==> src/rtl/pwm4_pkg.sv <==
package pwm4_pkg;

   localparam int NUM_CH  = 4;
   localparam int REG_W   = 32;
   localparam int SCALE_W = 4;

   // register offsets
   localparam int OFS_CTRL   = 'h00;
   localparam int OFS_COUNT  = 'h08;
   localparam int OFS_SCALED = 'h10;
   localparam int OFS_CMP    = 'h20;
   localparam int CMP_STRIDE = 4;

   // configuration word bit positions
   localparam int B_SCALE_LO = 0;
   localparam int B_STICKY   = 8;
   localparam int B_ZERO     = 9;
   localparam int B_DEGLITCH = 10;
   localparam int B_ALWAYS   = 12;
   localparam int B_ONESHOT  = 13;
   localparam int B_CENTER   = 16;
   localparam int B_GANG     = 24;
   localparam int B_PEND     = 28;

   typedef struct packed {
      logic [NUM_CH-1:0]  gang;
      logic [NUM_CH-1:0]  center;
      logic               one_shot;
      logic               run_always;
      logic               deglitch;
      logic               zero_on_m0;
      logic               sticky;
      logic [SCALE_W-1:0] scale;
   } ctrl_t;

   function automatic ctrl_t word_to_ctrl(input logic [REG_W-1:0] w);
      ctrl_t c;
      c.scale      = w[B_SCALE_LO +: SCALE_W];
      c.sticky     = w[B_STICKY];
      c.zero_on_m0 = w[B_ZERO];
      c.deglitch   = w[B_DEGLITCH];
      c.run_always = w[B_ALWAYS];
      c.one_shot   = w[B_ONESHOT];
      c.center     = w[B_CENTER +: NUM_CH];
      c.gang       = w[B_GANG +: NUM_CH];
      return c;
   endfunction

   function automatic logic [REG_W-1:0] ctrl_to_word(input ctrl_t c,
                                                     input logic [NUM_CH-1:0] pend);
      logic [REG_W-1:0] w;
      w = '0;
      w[B_SCALE_LO +: SCALE_W] = c.scale;
      w[B_STICKY]              = c.sticky;
      w[B_ZERO]                = c.zero_on_m0;
      w[B_DEGLITCH]            = c.deglitch;
      w[B_ALWAYS]              = c.run_always;
      w[B_ONESHOT]             = c.one_shot;
      w[B_CENTER +: NUM_CH]    = c.center;
      w[B_GANG +: NUM_CH]      = c.gang;
      w[B_PEND +: NUM_CH]      = pend;
      return w;
   endfunction

endpackage

==> src/rtl/pwm4_timebase.sv <==
module pwm4_timebase
   import pwm4_pkg::*;
#(
   parameter int CNT_W = 31,
   parameter int CMP_W = 16
) (
   input  logic               clk,
   input  logic               rst_n,
   input  logic               run_always,
   input  logic               one_shot,
   input  logic               zero_on_m0,
   input  logic               match0,
   input  logic [SCALE_W-1:0] scale,
   input  logic               load,
   input  logic [CNT_W-1:0]   load_val,
   output logic [CNT_W-1:0]   count,
   output logic [CMP_W-1:0]   scaled,
   output logic               run,
   output logic               cycle_end
);

   logic [CNT_W-1:0] shifted;
   logic             at_top;
   logic             zero_hit;

   assign shifted   = count >> scale;
   assign scaled    = shifted[CMP_W-1:0];
   assign run       = run_always | one_shot;
   assign at_top    = &count;
   assign zero_hit  = run & zero_on_m0 & match0;
   assign cycle_end = run & (zero_hit | at_top);

   always_ff @(posedge clk) begin
      if (!rst_n) begin
         count <= '0;
      end else if (load) begin
         count <= load_val;
      end else if (run) begin
         count <= zero_hit ? '0 : count + 1'b1;
      end
   end

   // running counter steps by one
   a_r7_count_step: assert property (@(posedge clk) disable iff (!rst_n)
      (run && !zero_hit && !load) |=> (count == CNT_W'($past(count) + 1'b1)));

   // idle counter holds its value
   a_r7_count_hold: assert property (@(posedge clk) disable iff (!rst_n)
      (!run && !load) |=> $stable(count));

   // channel 0 match returns the counter to zero
   a_r8_zero_return: assert property (@(posedge clk) disable iff (!rst_n)
      (zero_hit && !load) |=> (count == '0));

endmodule

==> src/rtl/pwm4_compare.sv <==
module pwm4_compare #(
   parameter int CMP_W          = 16,
   parameter bit CENTER_SUPPORT = 1'b1
) (
   input  logic [CMP_W-1:0] scaled,
   input  logic [CMP_W-1:0] cmp_val,
   input  logic             center,
   output logic             match
);

   logic [CMP_W-1:0] cmp_in;

   generate
      if (CENTER_SUPPORT) begin : g_center
         // fold the upper half of the scaled range back down
         assign cmp_in = (center && scaled[CMP_W-1]) ? ~scaled : scaled;
      end else begin : g_edge
         logic unused_center;
         assign unused_center = center;
         assign cmp_in = scaled;
      end
   endgenerate

   assign match = (cmp_in >= cmp_val);

endmodule

==> src/rtl/pwm4_outstage.sv <==
module pwm4_outstage (
   input  logic clk,
   input  logic rst_n,
   input  logic match,
   input  logic next_match,
   input  logic gang,
   input  logic deglitch,
   input  logic run,
   input  logic restart,
   output logic pwm
);

   logic window;
   logic held;

   assign window = match & ~(gang & next_match);

   always_ff @(posedge clk) begin
      if (!rst_n) begin
         held <= 1'b0;
      end else if (restart) begin
         held <= 1'b0;
      end else if (window && run) begin
         held <= 1'b1;
      end
   end

   assign pwm = window | (deglitch & held);

   // a deglitched output that is high while running stays high
   a_r12_hold_high: assert property (@(posedge clk) disable iff (!rst_n)
      (deglitch && pwm && run && !restart) |=> (pwm || !deglitch));

endmodule

==> src/rtl/pwm4_regs.sv <==
module pwm4_regs
   import pwm4_pkg::*;
#(
   parameter int CNT_W  = 31,
   parameter int CMP_W  = 16,
   parameter int ADDR_W = 8
) (
   input  logic                         clk,
   input  logic                         rst_n,
   input  logic                         wr_en,
   input  logic [ADDR_W-1:0]            addr,
   input  logic [REG_W-1:0]             wdata,
   output logic [REG_W-1:0]             rdata,
   input  logic                         cycle_end,
   input  logic [NUM_CH-1:0]            pend_set,
   input  logic [CNT_W-1:0]             count,
   input  logic [CMP_W-1:0]             scaled,
   output ctrl_t                        ctrl,
   output logic [NUM_CH-1:0]            pend,
   output logic [NUM_CH-1:0][CMP_W-1:0] cmp,
   output logic                         cnt_load,
   output logic [CNT_W-1:0]             cnt_load_val
);

   logic              wr_ctrl;
   logic [NUM_CH-1:0] wr_cmp;
   logic [NUM_CH-1:0] pend_sw;
   logic [NUM_CH-1:0] pend_wr;

   assign wr_ctrl      = wr_en && (addr == ADDR_W'(OFS_CTRL));
   assign cnt_load     = wr_en && (addr == ADDR_W'(OFS_COUNT));
   assign cnt_load_val = wdata[CNT_W-1:0];
   assign pend_wr      = wdata[B_PEND +: NUM_CH];

   genvar n;
   generate
      for (n = 0; n < NUM_CH; n++) begin : g_cmp_dec
         assign wr_cmp[n] = wr_en && (addr == ADDR_W'(OFS_CMP + CMP_STRIDE * n));
      end
   endgenerate

   // software view of the pending bits before the hardware set is merged
   always_comb begin
      pend_sw = pend;
      if (wr_ctrl) begin
         pend_sw = ctrl.sticky ? (pend | pend_wr) : pend_wr;
      end
   end

   always_ff @(posedge clk) begin
      if (!rst_n) begin
         ctrl <= '0;
         pend <= '0;
         cmp  <= '1;
      end else begin
         if (wr_ctrl) begin
            ctrl <= word_to_ctrl(wdata);
         end else if (cycle_end) begin
            ctrl.one_shot <= 1'b0;
         end
         pend <= pend_sw | pend_set;
         for (int i = 0; i < NUM_CH; i++) begin
            if (wr_cmp[i]) cmp[i] <= wdata[CMP_W-1:0];
         end
      end
   end

   always_comb begin
      rdata = '0;
      if (addr == ADDR_W'(OFS_CTRL))   rdata = ctrl_to_word(ctrl, pend);
      if (addr == ADDR_W'(OFS_COUNT))  rdata[CNT_W-1:0] = count;
      if (addr == ADDR_W'(OFS_SCALED)) rdata[CMP_W-1:0] = scaled;
      for (int i = 0; i < NUM_CH; i++) begin
         if (addr == ADDR_W'(OFS_CMP + CMP_STRIDE * i)) rdata[CMP_W-1:0] = cmp[i];
      end
   end

   // one-shot bit drops after the counting cycle ends
   a_r9_oneshot_drop: assert property (@(posedge clk) disable iff (!rst_n)
      (cycle_end && ctrl.one_shot && !wr_ctrl) |=> !ctrl.one_shot);

   // a hardware set is never lost, even against a software write
   a_r10_hw_set_wins: assert property (@(posedge clk) disable iff (!rst_n)
      (|pend_set) |=> ((pend & $past(pend_set)) == $past(pend_set)));

   // with sticky set, no pending bit is cleared
   a_r11_sticky_keep: assert property (@(posedge clk) disable iff (!rst_n)
      ctrl.sticky |=> ((pend & $past(pend)) == $past(pend)));

endmodule

==> src/rtl/pwm4_unit.sv <==
module pwm4_unit
   import pwm4_pkg::*;
#(
   parameter int CNT_W          = 31,
   parameter int CMP_W          = 16,
   parameter int ADDR_W         = 8,
   parameter bit CENTER_SUPPORT = 1'b1
) (
   input  logic              clk,
   input  logic              rst_n,
   input  logic              reg_wr_en,
   input  logic [ADDR_W-1:0] reg_addr,
   input  logic [31:0]       reg_wr_data,
   output logic [31:0]       reg_rd_data,
   output logic [3:0]        pwm_out,
   output logic [3:0]        irq
);

   localparam int MAX_SHIFT = (1 << SCALE_W) - 1;

   generate
      if (CNT_W > REG_W) begin : g_bad_cnt
         $error("pwm4_unit: CNT_W must fit in a register");
      end
      if (CMP_W < 2) begin : g_bad_cmp
         $error("pwm4_unit: CMP_W must be at least 2");
      end
      if (CNT_W < CMP_W + MAX_SHIFT) begin : g_bad_span
         $error("pwm4_unit: CNT_W too narrow for the largest scale");
      end
      if (ADDR_W < 6) begin : g_bad_addr
         $error("pwm4_unit: ADDR_W too narrow for the register map");
      end
   endgenerate

   ctrl_t                        ctrl;
   logic [NUM_CH-1:0]            pend;
   logic [NUM_CH-1:0][CMP_W-1:0] cmp;
   logic                         cnt_load;
   logic [CNT_W-1:0]             cnt_load_val;
   logic [CNT_W-1:0]             count;
   logic [CMP_W-1:0]             scaled;
   logic                         run;
   logic                         cycle_end;
   logic [NUM_CH-1:0]            match;
   logic [NUM_CH-1:0]            pend_set;
   logic                         restart;

   pwm4_regs #(.CNT_W(CNT_W), .CMP_W(CMP_W), .ADDR_W(ADDR_W)) u_regs (
      .clk          (clk),
      .rst_n        (rst_n),
      .wr_en        (reg_wr_en),
      .addr         (reg_addr),
      .wdata        (reg_wr_data),
      .rdata        (reg_rd_data),
      .cycle_end    (cycle_end),
      .pend_set     (pend_set),
      .count        (count),
      .scaled       (scaled),
      .ctrl         (ctrl),
      .pend         (pend),
      .cmp          (cmp),
      .cnt_load     (cnt_load),
      .cnt_load_val (cnt_load_val)
   );

   pwm4_timebase #(.CNT_W(CNT_W), .CMP_W(CMP_W)) u_timebase (
      .clk        (clk),
      .rst_n      (rst_n),
      .run_always (ctrl.run_always),
      .one_shot   (ctrl.one_shot),
      .zero_on_m0 (ctrl.zero_on_m0),
      .match0     (match[0]),
      .scale      (ctrl.scale),
      .load       (cnt_load),
      .load_val   (cnt_load_val),
      .count      (count),
      .scaled     (scaled),
      .run        (run),
      .cycle_end  (cycle_end)
   );

   assign restart  = cycle_end | cnt_load;
   assign pend_set = match & {NUM_CH{run}};
   assign irq      = pend;

   genvar n;
   generate
      for (n = 0; n < NUM_CH; n++) begin : g_ch
         pwm4_compare #(.CMP_W(CMP_W), .CENTER_SUPPORT(CENTER_SUPPORT)) u_cmp (
            .scaled  (scaled),
            .cmp_val (cmp[n]),
            .center  (ctrl.center[n]),
            .match   (match[n])
         );
      end
      for (n = 0; n < NUM_CH; n++) begin : g_out
         pwm4_outstage u_out (
            .clk        (clk),
            .rst_n      (rst_n),
            .match      (match[n]),
            .next_match (match[(n + 1) % NUM_CH]),
            .gang       (ctrl.gang[n]),
            .deglitch   (ctrl.deglitch),
            .run        (run),
            .restart    (restart),
            .pwm        (pwm_out[n])
         );
      end
   endgenerate

   // every interrupt line mirrors the pending bit one cycle after a match
   a_r10_irq_follows: assert property (@(posedge clk) disable iff (!rst_n)
      (run && match[0]) |=> irq[0]);

endmodule

==> config.mk <==
export PLATFORM = sky130hd
export DESIGN_NAME = pwm4_unit
export DESIGN_NICKNAME = d
export VERILOG_FILES = /design/src/rtl/pwm4_pkg.sv /design/src/rtl/pwm4_timebase.sv /design/src/rtl/pwm4_compare.sv /design/src/rtl/pwm4_outstage.sv /design/src/rtl/pwm4_regs.sv /design/src/rtl/pwm4_unit.sv
export SDC_FILE = /design/constraint.sdc
export NUM_CORES = 1
export LEC_CHECK = 0
export ABC_AREA = 1
export BUFFER_PORTS_ARGS = -buffer_cell sky130_fd_sc_hd__buf_2
export CORE_ASPECT_RATIO = 1.1
export CORE_MARGIN = 8
export CORE_UTILIZATION = 63
export DETAILED_ROUTE_END_ITERATION = 12
export GPL_TIMING_DRIVEN = 1
export PLACE_DENSITY_LB_ADDON = 0.08
export SLEW_MARGIN = 25
export SYNTH_ARGS = -nofsm -noshare
export SYNTH_HDL_FRONTEND = slang
export SYNTH_HIERARCHICAL = 1
export SYNTH_SLANG_ARGS = --single-unit
==> constraint.sdc <==
create_clock -name clk -period 6.1 [get_ports clk]
set_input_delay 0.915 -clock clk [delete_from_list [all_inputs] [get_ports clk]]
set_output_delay 0.915 -clock clk [all_outputs]
set_load 0.05 [all_outputs]
==> metrics.txt <==
sequential share of power between 40% and 50%; FF-to-FF path depth 21; hold path depth 2; status complete, no violations; minimum clock period 5482 ps; PD cells 167.3 nW/um2; FF+latch count, synth 120; Post-Route WL 35770 um; Core ar. ~16000 um2; Worst Clk Skew 9.507 ps; WL/cell about 19 um; Max Clk Rate between 150 and 200 MHz; syn_nets approximately 1.8k; gr ovfl total 0; final hold violations 0; vias in the first global route about 11k; DIE WIDTH 139.6 um; Clk pwr share 53.5%; DR vias about 11k; Final TNS setup 0 ps; critical path type register to output port; dpl hpwl 26100 um; max-cap viol count 0; DP Area around 11000 um2; Pins Over Slew Limit 0; first-pass GRT wire length around 56000 um; Initial Util around 64%; final setup vio count 0; DR pass1 iterations 6; CTS clk-pin slew, worst paths approximately 60 ps; Worst Tran Pin Value approximately 1100 ps; CP startpoint kind register; crit path DAT 4570 ps; CTS Hold Buffers Added 0; Worst Path Max Fanout 28; post-cts resize count 0; Cells after Synth ~1.6k; count of cell types in the netlist a little over 40; latest clock arrival within the worst-skew pair approximately 420 ps; static leakage slightly above 6 nW; Comb pwr share between 4 and 5%; clock sinks 120; Synth Area per Inst about 6.5 um2; nets ~1.8k; peak supply drop between 0.15 and 0.2 mV; worst rel slew slack 29.43%; Die ar. around 21000 um2; Total GRT Usage ~33%; worst min path class register to register; routability cong. around 1; switching share of power 25.35%; Post-CTS Setup Inserts 0; H-tree depth 4; internal power approximately 1.4 mW; number of core rows a little under 50; DR iter-0 viols roughly 1.2k; Cell Area, Synth roughly 11000 um2; period utilization about 90%; root buffer selected by CTS clkbuf_16; sw power about 480 uW; Area Overhead vs Synth 6.832%; PortBufs 82; RSZ-0062 raised after global routing no; CTS tree yes; CTS Buffer Depth 2; n_diodes 0; Vert. Die Dim roughly 150 um; CP Capture Type output port; IO Count 83; Layout fillers 1533; DRC 0; Via-to-Cell Ratio 5.983; Ys Warns 6; post-route design area between 10000 and 15000 um2; initial antenna violation count 0; Inserted Clock Buffers 17; pin count of the biggest net entering global routing 90; layout cell share with drive strength beyond 1 a little over an eighth; WP data required ~5200 ps; Seq/Total Area, Yosys a little under a quarter; Final ANT Viol Nets 0
-- Yosys cell counts, drive strengths merged --
cell type  count  area, um2
inv          200      750.7
a31oi          3      18.77
mux2i         10      100.1
nor3           9      61.31
ha            66      825.8
buf           62      466.7
o31ai          1      7.510
o21ai        134      670.7
and2           2      12.51
nand3b         1      7.510
dfxtp        120       2402
o211ai        17      137.6
nand4         39      244.0
a22o           4      35.03
xnor2         56      790.8
clkinv         3      11.26
a21oi         91      470.5
xor2           6      52.55
nand2        459       1798
clkbuf        39      146.4
o21a           6      45.04
nor2         128      551.8
nand3        185      978.4
-- worst paths after layout --
| check | start | end | slack (ps) |
|---|---|---|---|
| hold reg to reg | g_out[0].u_out/held$_SDFFE_PP0P_ | g_out[0].u_out/held$_SDFFE_PP0P_ | 470 |
| setup / recovery | u_regs/ctrl[0]$_SDFFE_PN0N_ | pwm_out[1] | 620 |
| setup reg to reg | u_regs/ctrl[0]$_SDFFE_PN0N_ | u_timebase/count[27]$_SDFFE_PN0P_ | 1240 |
| hold / removal | g_out[0].u_out/held$_SDFFE_PP0P_ | g_out[0].u_out/held$_SDFFE_PP0P_ | 470 |
-- power groups by stage --
| stage | registers [mW] | logic, mW | clock network, mW |
|---|---|---|---|
| final | 0.787 | 0.0925 | 1.01 |
| after floorplan | 0.804 | 0.0608 | 0 |
| after global placement | 0.804 | 0.0886 | 0 |
| after CTS | 0.787 | 0.0905 | 1.02 |
| after detailed placement | 0.804 | 0.0900 | 0 |
| after global routing | 0.787 | 0.0984 | 1.06 |
-- per-stage QoR --
| stage | worst slack [ps] | hold WS (ps) | util [%] | power (mW) | std cells |
|---|---|---|---|---|---|
| finish | 618.3 | 468.9 | 68.82 | 1.892 | 1868 |
| floorplan | 1933 | 438.6 | - | 0.8646 | 1641 |
| global route | 170.8 | 479.2 | 68.82 | 1.947 | 1868 |
| global placement | 1343 | 449.5 | 65.21 | 0.8929 | 1835 |
| CTS | 716.9 | 464.2 | 68.81 | 1.894 | 1868 |
| detailed placement | 1241 | 455.7 | 65.28 | 0.8944 | 1836 |
-- final cells by class --
type,count,area (um2),area share [%]
clock buffers,18,429.2,3.795
multi-input cells,1217,6819,60.30
clock inverters,14,151.4,1.339
inverters,203,762.0,6.738
repair buffers,92,489.2,4.326
well taps,204,255.2,2.257
flip-flops and latches,120,2402,21.24
-- metal layers --
metal	track usage (%)	up-vias	routed length (um)
li1	-	5330	-
met2	56.26	554	17190
met5	0	-	0
met3	5.547	140	2560
met1	39.36	5153	14060
met4	17.55	0	1957
-- sequential cells by signal, indices dropped and copies added, names as in the netlist --
signal,cells
u_regs/cmp,64
u_timebase/count,31
u_regs/ctrl,17
g_out.u_out/held,4
u_regs/pend,4
-- cells in the final DEF, fill, tap and decap left out, types with 9 or more instances in the layout --
cell type,netlist,routed
nor2_1,113,111
a21oi_1,87,87
o21ai_0,122,122
o211ai_1,15,15
nor2_2,10,12
nand3_1,176,176
inv_2,12,13
mux2i_1,10,10
nand2_1,443,443
nand4_1,39,39
nand2_2,9,9
dfxtp_1,120,120
inv_1,188,187
ha_1,66,66
xnor2_1,16,16
buf_2,21,82
xnor2_2,40,40
buf_4,34,9
clkbuf_16,0,17
o21ai_1,12,12
-- logic make-up (layout without fill, tap and decap cells) --
| logic type | count (synthesis) | in the layout | share of synthesized area [%] |
|---|---|---|---|
| flip-flops | 120 | 120 | 22.69 |
| buffers and inverters | 304 | 327 | 12.99 |
| multiplexers | 10 | 10 | 0.9457 |
| AND/OR/NAND/NOR | 823 | 823 | 34.52 |
| AO/OA/AOI/OAI | 256 | 256 | 13.09 |
| adder cells (fa/ha/maj) | 66 | 66 | 7.801 |
| XOR/XNOR | 62 | 62 | 7.967 |
-- critical path, stage by stage (launching register included) --
cell,delay (ps)
dfxtp_1,790
nand2_1,110
o21ai_0,150
mux2i_1,170
o21ai_0,250
nand2_1,80
nand2_1,410
nand2_4,340
xnor2_1,220
ha_1,310
nand2_1,80
nor2_1,150
nor2_1,60
nand2_1,60
nand2_1,50
nand2_1,120
nand2_1,70
nand2_1,210
nand2_2,90
a22o_1,190
buf_2,210
Note: power is estimated with default switching activity, not from simulation.
